**src/rtl/pacc_pkg.sv**
```systemverilog
package pacc_pkg;
  typedef enum logic {
    MODE_EVENT = 1'b0,
    MODE_GATED = 1'b1
  } pacc_mode_e;

  localparam int FLG_W   = 2;
  localparam int FLG_OVF = 1;
  localparam int FLG_INP = 0;
endpackage

```
**src/rtl/pacc_sync.sv**
```systemverilog
module pacc_sync #(
  parameter int STAGES = 2
) (
  input  logic clk,
  input  logic rst_n,
  input  logic d_i,
  output logic lvl_o,
  output logic rise_o,
  output logic fall_o
);
  localparam int LAST = STAGES - 1;

  logic [STAGES-1:0] sr_q;
  logic              prev_q;

  generate
    for (genvar g = 0; g < STAGES; g++) begin : g_stage
      logic din;
      if (g == 0) begin : g_first
        assign din = d_i;
      end else begin : g_next
        assign din = sr_q[g-1];
      end
      always_ff @(posedge clk or negedge rst_n) begin
        if (!rst_n) sr_q[g] <= 1'b0;
        else        sr_q[g] <= din;
      end
    end
  endgenerate

  always_ff @(posedge clk or negedge rst_n) begin
    if (!rst_n) prev_q <= 1'b0;
    else        prev_q <= sr_q[LAST];
  end

  assign lvl_o  = sr_q[LAST];
  assign rise_o = sr_q[LAST] & ~prev_q;
  assign fall_o = ~sr_q[LAST] & prev_q;
endmodule

```
**src/rtl/pacc_qual.sv**
```systemverilog
module pacc_qual
  import pacc_pkg::*;
(
  input  logic       acc_en_i,
  input  pacc_mode_e mode_i,
  input  logic       pol_i,
  input  logic       tmr_en_i,
  input  logic       tick64_i,
  input  logic       lvl_i,
  input  logic       rise_i,
  input  logic       fall_i,
  output logic       inc_o,
  output logic       inp_evt_o
);
  logic sel_edge;
  logic gate_open;
  logic tick_ok;

  always_comb begin
    // polarity 1 watches rising edges / low gate; polarity 0 the opposite
    sel_edge  = pol_i ? rise_i : fall_i;
    gate_open = pol_i ? ~lvl_i : lvl_i;
    tick_ok   = tick64_i & tmr_en_i;
    inc_o     = 1'b0;
    if (acc_en_i) begin
      if (mode_i == MODE_EVENT) inc_o = sel_edge;
      else                      inc_o = tick_ok & gate_open;
    end
    // the trailing edge of the gate coincides with the counted edge polarity
    inp_evt_o = acc_en_i & sel_edge;
  end
endmodule

```
**src/rtl/pacc_core.sv**
```systemverilog
module pacc_core
  import pacc_pkg::*;
#(
  parameter int CNT_W = 16
) (
  input  logic             clk,
  input  logic             rst_n,
  input  logic             inc_i,
  input  logic             inp_evt_i,
  input  logic             fast_clr_i,
  input  logic             cnt_rd_i,
  input  logic             cnt_wr_i,
  input  logic [CNT_W-1:0] cnt_wdata_i,
  input  logic             flg_wr_i,
  input  logic [FLG_W-1:0] flg_wdata_i,
  output logic [CNT_W-1:0] cnt_o,
  output logic             ovf_o,
  output logic             inp_o
);
  localparam logic [CNT_W-1:0] CNT_MAX = {CNT_W{1'b1}};
  localparam logic [CNT_W-1:0] CNT_ONE = CNT_W'(1);

  logic [CNT_W-1:0] cnt_q, cnt_d;
  logic             ovf_q, ovf_d;
  logic             inp_q, inp_d;
  logic             wrap;
  logic             fclr;
  logic             ovf_wclr;
  logic             inp_wclr;

  always_comb begin
    cnt_d = cnt_q;
    if (cnt_wr_i)   cnt_d = cnt_wdata_i;
    else if (inc_i) cnt_d = cnt_q + CNT_ONE;

    wrap     = inc_i & ~cnt_wr_i & (cnt_q == CNT_MAX);
    fclr     = fast_clr_i & (cnt_rd_i | cnt_wr_i);
    ovf_wclr = flg_wr_i & flg_wdata_i[FLG_OVF];
    inp_wclr = flg_wr_i & flg_wdata_i[FLG_INP];

    // a new event wins over a clear in the same cycle
    ovf_d = wrap      | (ovf_q & ~fclr & ~ovf_wclr);
    inp_d = inp_evt_i | (inp_q & ~fclr & ~inp_wclr);
  end

  always_ff @(posedge clk or negedge rst_n) begin
    if (!rst_n) begin
      cnt_q <= '0;
      ovf_q <= 1'b0;
      inp_q <= 1'b0;
    end else begin
      cnt_q <= cnt_d;
      ovf_q <= ovf_d;
      inp_q <= inp_d;
    end
  end

  assign cnt_o = cnt_q;
  assign ovf_o = ovf_q;
  assign inp_o = inp_q;

  // a write lands regardless of a concurrent increment
  a_r11_write_wins: assert property (@(posedge clk) disable iff (!rst_n)
    cnt_wr_i |=> cnt_q == $past(cnt_wdata_i));

  // wrap from all ones gives zero and raises the wrap flag
  a_r8_wrap_sets: assert property (@(posedge clk) disable iff (!rst_n)
    (inc_i && !cnt_wr_i && cnt_q == CNT_MAX) |=> (ovf_q && cnt_q == '0));

  // without increment or write the count holds
  a_r2_hold: assert property (@(posedge clk) disable iff (!rst_n)
    (!inc_i && !cnt_wr_i) |=> $stable(cnt_q));

  // fast clear on a read empties both flags when nothing new arrives
  a_r10_fast_clear: assert property (@(posedge clk) disable iff (!rst_n)
    (fast_clr_i && cnt_rd_i && !inc_i && !inp_evt_i) |=> (!ovf_q && !inp_q));

  // write-one clear of the wrap flag
  a_r9_ovf_clear: assert property (@(posedge clk) disable iff (!rst_n)
    (flg_wr_i && flg_wdata_i[FLG_OVF] && !inc_i) |=> !ovf_q);
endmodule

```
**src/rtl/pacc_top.sv**
```systemverilog
module pacc_top
  import pacc_pkg::*;
#(
  parameter int CNT_W       = 16,
  parameter int SYNC_STAGES = 2
) (
  input  logic             clk,
  input  logic             rst_n,
  input  logic             pin_i,
  input  logic             tick64_i,
  input  logic             tmr_en_i,
  input  logic             acc_en_i,
  input  logic             mode_i,
  input  logic             pol_i,
  input  logic             ovf_ie_i,
  input  logic             inp_ie_i,
  input  logic             fast_clr_i,
  input  logic             cnt_rd_i,
  input  logic             cnt_wr_i,
  input  logic [CNT_W-1:0] cnt_wdata_i,
  input  logic             flg_wr_i,
  input  logic [1:0]       flg_wdata_i,
  output logic [CNT_W-1:0] cnt_o,
  output logic             ovf_flag_o,
  output logic             inp_flag_o,
  output logic             ovf_irq_o,
  output logic             inp_irq_o,
  output logic             paclk_o
);
  logic       lvl, rise, fall;
  logic       inc, inp_evt;
  pacc_mode_e mode;

  assign mode = pacc_mode_e'(mode_i);

  pacc_sync #(.STAGES(SYNC_STAGES)) u_sync (
    .clk    (clk),
    .rst_n  (rst_n),
    .d_i    (pin_i),
    .lvl_o  (lvl),
    .rise_o (rise),
    .fall_o (fall)
  );

  pacc_qual u_qual (
    .acc_en_i  (acc_en_i),
    .mode_i    (mode),
    .pol_i     (pol_i),
    .tmr_en_i  (tmr_en_i),
    .tick64_i  (tick64_i),
    .lvl_i     (lvl),
    .rise_i    (rise),
    .fall_i    (fall),
    .inc_o     (inc),
    .inp_evt_o (inp_evt)
  );

  pacc_core #(.CNT_W(CNT_W)) u_core (
    .clk         (clk),
    .rst_n       (rst_n),
    .inc_i       (inc),
    .inp_evt_i   (inp_evt),
    .fast_clr_i  (fast_clr_i),
    .cnt_rd_i    (cnt_rd_i),
    .cnt_wr_i    (cnt_wr_i),
    .cnt_wdata_i (cnt_wdata_i),
    .flg_wr_i    (flg_wr_i),
    .flg_wdata_i (flg_wdata_i),
    .cnt_o       (cnt_o),
    .ovf_o       (ovf_flag_o),
    .inp_o       (inp_flag_o)
  );

  assign ovf_irq_o = ovf_flag_o & ovf_ie_i;
  assign inp_irq_o = inp_flag_o & inp_ie_i;
  assign paclk_o   = inc;

  // gated mode without the timer produces no increments
  a_r7_no_tick: assert property (@(posedge clk) disable iff (!rst_n)
    (mode_i && !tmr_en_i && !cnt_wr_i) |=> $stable(cnt_o));

  // disabled accumulator raises no new input flag
  a_r2_no_flag: assert property (@(posedge clk) disable iff (!rst_n)
    (!acc_en_i && !inp_flag_o) |=> !inp_flag_o);

  // every clock-output pulse moves the count by one unless a write intervenes
  a_r13_pulse_step: assert property (@(posedge clk) disable iff (!rst_n)
    (paclk_o && !cnt_wr_i) |=> cnt_o == $past(cnt_o) + CNT_W'(1));
endmodule

```
**config.mk**
```make
export PLATFORM = sky130hd
export DESIGN_NAME = pacc_top
export DESIGN_NICKNAME = d
export VERILOG_FILES = /design/src/rtl/pacc_pkg.sv /design/src/rtl/pacc_sync.sv /design/src/rtl/pacc_qual.sv /design/src/rtl/pacc_core.sv /design/src/rtl/pacc_top.sv
export SDC_FILE = /design/constraint.sdc
export NUM_CORES = 1
export LEC_CHECK = 0
export ABC_AREA = 0
export BUFFER_PORTS_ARGS = -buffer_cell sky130_fd_sc_hd__buf_2
export CAP_MARGIN = 0
export CORE_ASPECT_RATIO = 1.5
export CORE_MARGIN = 2
export CORE_UTILIZATION = 49
export DETAILED_ROUTE_END_ITERATION = 7
export PLACE_DENSITY = 0.86
export SLEW_MARGIN = 20
export SYNTH_ARGS = -nofsm -noshare
export SYNTH_HDL_FRONTEND = slang
export SYNTH_SLANG_ARGS = --single-unit
```
**constraint.sdc**
```tcl
create_clock -name clk -period 1.8 [get_ports clk]
set_clock_uncertainty 0.15 [all_clocks]
set_input_delay 0.27 -clock clk [delete_from_list [all_inputs] [get_ports clk]]
set_output_delay 0.27 -clock clk [all_outputs]
set_load 0.05 [all_outputs]
```
==> run summary <==
Placed Cells -> 248
Initial Util -> 50.5%
final non-filler cell area -> 2030 sq um
sequential area share after synthesis -> 36.1%
CP Capture Type -> primary output
cell accounting for the most synthesized area -> dfrtp_1
violations in the final reports -> setup timing
Buffers on Ports -> 52
Synth-to-Final Area Change -> 39.6%
Psw -> 0.000594 W
Core Footprint -> 2880 sq um
Power Total -> 0.00147 W
top cells by area, synth -> dfrtp_1 36%, nand3_1 9.6%, a2111o_1 6.2%, nor2b_1 5.6%, a22oi_1 4.1%
Setup CP Type -> reg2out
crit start category -> register
DR vias/cell -> 6.00
die area -> 3430 sq um
# IOs -> 53
pwr dens -> 722 nW/um^2
area of the mapped netlist -> 1460 sq um
Max Cap Viol -> 0
Max Clock Freq -> 0.505 GHz
Hold Crit Class -> in2reg
CTS Buf Count -> 3
Finished Layout Cells -> 262
post-synth net total -> 189
Synth Area in Compound Gates -> 26.5%
hold_sp -> cnt_wdata_i[0]
number of DRC markers in iteration 0 -> 58
Root Buffer -> clkbuf_8
gr ovfl total -> 0
Seq cells post-synth -> 21
antenna cells -> 0
hold violation total from the final report -> 0
Hold Path Stages -> 3
multiplexer share of the synthesized area -> 0%
Tightest Pin Transition -> 0.497 ns
largest family of logic cells by synthesized area -> simple AND/OR/NAND/NOR gates
post-synthesis simple-gate area fraction -> 30.7%
DRC violations left -> 0
sequential power share -> 40.3%
synthesized netlist cell count -> 156
placed instance area -> 1810 sq um
Die X -> 48.5 microns
Finish-stage setup viols -> 12
fin crit share -> 110%
All-Layer GR Usage -> 22.6%
Clock Latency Late Sink -> 0.26 ns
worst reg2reg setup slack -> -0.15 ns
largest net degree at the start of global routing -> 30
Site Rows -> 24
Crit Path Max Fanout -> 4
RSZ-0062 raised after global routing -> true
Clock Sinks -> 21
first-pass GRT wire length -> 6.18 mm
ratio of cells with drive above 1 in the final layout -> 44.8%
reg2reg end -> u_core.cnt_o[11]
CP Data Required Time -> 1.38 ns
CTS tree -> yes
Max IR drop VDD -> 0.000419 V
Slew Limit Headroom -> 66.9%
via count -> 1573
Nets -> 257
Post-Synth XOR/XNOR Area -> 0.602%
iteration count of the initial detailed-routing pass -> 4
clock transition at the registers of the reported paths -> 0.08 ns
HPWL Detailed -> 2.82 mm
Comb power frac -> 38.1%
Worst EP arrival -> 1.56 ns
Routed Antenna Nets -> 0
Max clock buf depth -> 2
die height -> 70.7 microns
DR WL/cell -> 16.3 microns
initial antenna violation count -> 0
switch share -> 40.5%
worst min-delay path endpoint -> u_core.cnt_o[0]
run status -> complete, but fails checks
routed wire length -> 4.27 mm
Clk pwr share -> 21.6%
min Tclk post-route -> 1.98 ns
RR Startpoint -> u_sync.prev_q
vias in the first global route -> 1388
share of the synthesized area in the top cell type -> 36.1%
Int Power -> 0.000873 W
leakage -> 0.886 nW
reg2reg path depth -> 8
routability cong. -> 0.869
count of cell types in the netlist -> 43
# H-tree levels -> 1
max-slew violation count -> 0
syn avg cell area -> 9.33 sq um
worst setup margin -> -0.178 ns
Adder-Cell Fraction of Synth Area -> 0.860%
Synth Warn # -> 0
[cell usage in the layout, fill, tap and decap left out, types with 3 or more instances in the layout]
cell,count
nand2_1,9
dfrtp_1,14
clkbuf_8,3
o2111ai_1,3
buf_2,51
dfrtp_2,7
buf_4,14
nand3_2,5
o21ai_1,3
a21oi_1,4
nand3_1,24
a22o_1,4
a2111o_1,8
nor2_1,4
nand4_1,4
and2_1,3
and4_1,5
inv_1,4
nor2b_1,13
a22oi_1,8
[layout make-up]
class | count | area, sq um
multi-input cells | 121 | 905
fillers | 239 | 851
clock buffers | 3 | 41.3
repair buffers | 73 | 483
clock inverters | 1 | 5.00
flip-flops and latches | 21 | 534
well taps | 39 | 48.8
inverters | 4 | 15.0
[power groups by stage]
| stage | logic [W] | registers [W] | clock network (W) |
|---|---|---|---|
| after detailed placement | 0.000532 | 0.000596 | 0 |
| after global placement | 0.000521 | 0.000595 | 0 |
| final | 0.000558 | 0.000591 | 0.000317 |
| after global routing | 0.000594 | 0.000599 | 0.000337 |
| after CTS | 0.000544 | 0.000588 | 0.000320 |
| after floorplan | 0.000204 | 0.000762 | 0 |
[synth_stat cells (all sizes together)]
| library cell | count |
|---|---|
| nand2 | 9 |
| o31ai | 1 |
| o21a | 2 |
| nor3b | 1 |
| or3 | 1 |
| and4 | 5 |
| and4bb | 1 |
| o41ai | 1 |
| a2111oi | 1 |
| nor3 | 2 |
| xor2 | 1 |
| and2 | 4 |
| a221o | 1 |
| buf | 7 |
| o2111ai | 3 |
| and4b | 1 |
| a22oi | 8 |
| inv | 4 |
| ha | 1 |
| clkbuf | 3 |
| a2111o | 8 |
| nand4 | 4 |
| a211o | 1 |
| o211ai | 3 |
| nor2 | 4 |
| dfrtp | 21 |
| nor2b | 13 |
| or2 | 2 |
| a21oi | 4 |
| o21ai | 3 |
| nand3 | 29 |
| a22o | 4 |
| a211oi | 1 |
| nand4b | 1 |
| o311ai | 1 |
[how the worst max path moves through the flow]
| stage | startpoint | end | slack (ns) | cells past startpoint |
|---|---|---|---|---|
| after floorplan | u_core.cnt_o[0] | u_core.cnt_o[4] | 0.02 | 4 |
| after global placement | u_sync.lvl_o | u_core.cnt_o[8] | 0.09 | 4 |
| after detailed placement | u_sync.lvl_o | paclk_o | 0.05 | 4 |
| after CTS | u_sync.lvl_o | paclk_o | -0.15 | 4 |
| after global routing | u_sync.prev_q | u_core.cnt_o[11] | -0.22 | 8 |
| final | u_sync.lvl_o | paclk_o | -0.18 | 4 |
[metrics by stage]
step | setup WS, ns | hold slack (ns) | TNS (ns) | utilization, %
detailed placement | 0.0520 | 0.111 | 0 | 62.7
global placement | 0.0896 | 0.101 | 0 | 62.7
finish | -0.178 | 0.0712 | -1.26 | 70.5
floorplan | 0.0222 | -0.176 | 0 | -
CTS | -0.147 | 0.0678 | -0.326 | 66.4
global route | -0.220 | 0.0781 | -1.90 | 70.5
[routing by layer]
layer	track usage, %	wire length, microns	part of all wire (%)	vias to the layer above
met2	42.9	2400	56	53
met1	26.1	1680	39	769
met5	0	0	0	-
met4	7.94	42	0.98	0
li1	-	-	-	747
met3	2.11	144	3.4	4
[repair_timing]
action                                  CTS  global route
hold buffers                              2             0
hold endpoints to repair                 22             0
setup buffers                             2             5
pin swaps                                 3             5
resized for setup                         6             9
cloned                                    0             1
endpoints found under the setup margin    1            12
[state kept, by name, indices dropped and copies added, names as in the netlist]
name,cells
u_core.inp_o,1
u_sync.prev_q,1
u_core.cnt_o,16
u_sync.lvl_o,1
u_sync.g_stage.din,1
u_core.ovf_o,1
[cell families after synthesis]
group,after synthesis
AND/OR/NAND/NOR,77
XOR/XNOR,1
AO/OA/AOI/OAI,42
buffers and inverters,14
adder cells (fa/ha/maj),1
flip-flops,21
[critical path, stage by stage (launching register included)]
cell	delay, ns
dfrtp_2	0.45
and4b_2	0.24
o21a_4	0.20
or2_4	0.25
buf_8	0.15
Note: power is estimated with default switching activity, not from simulation.
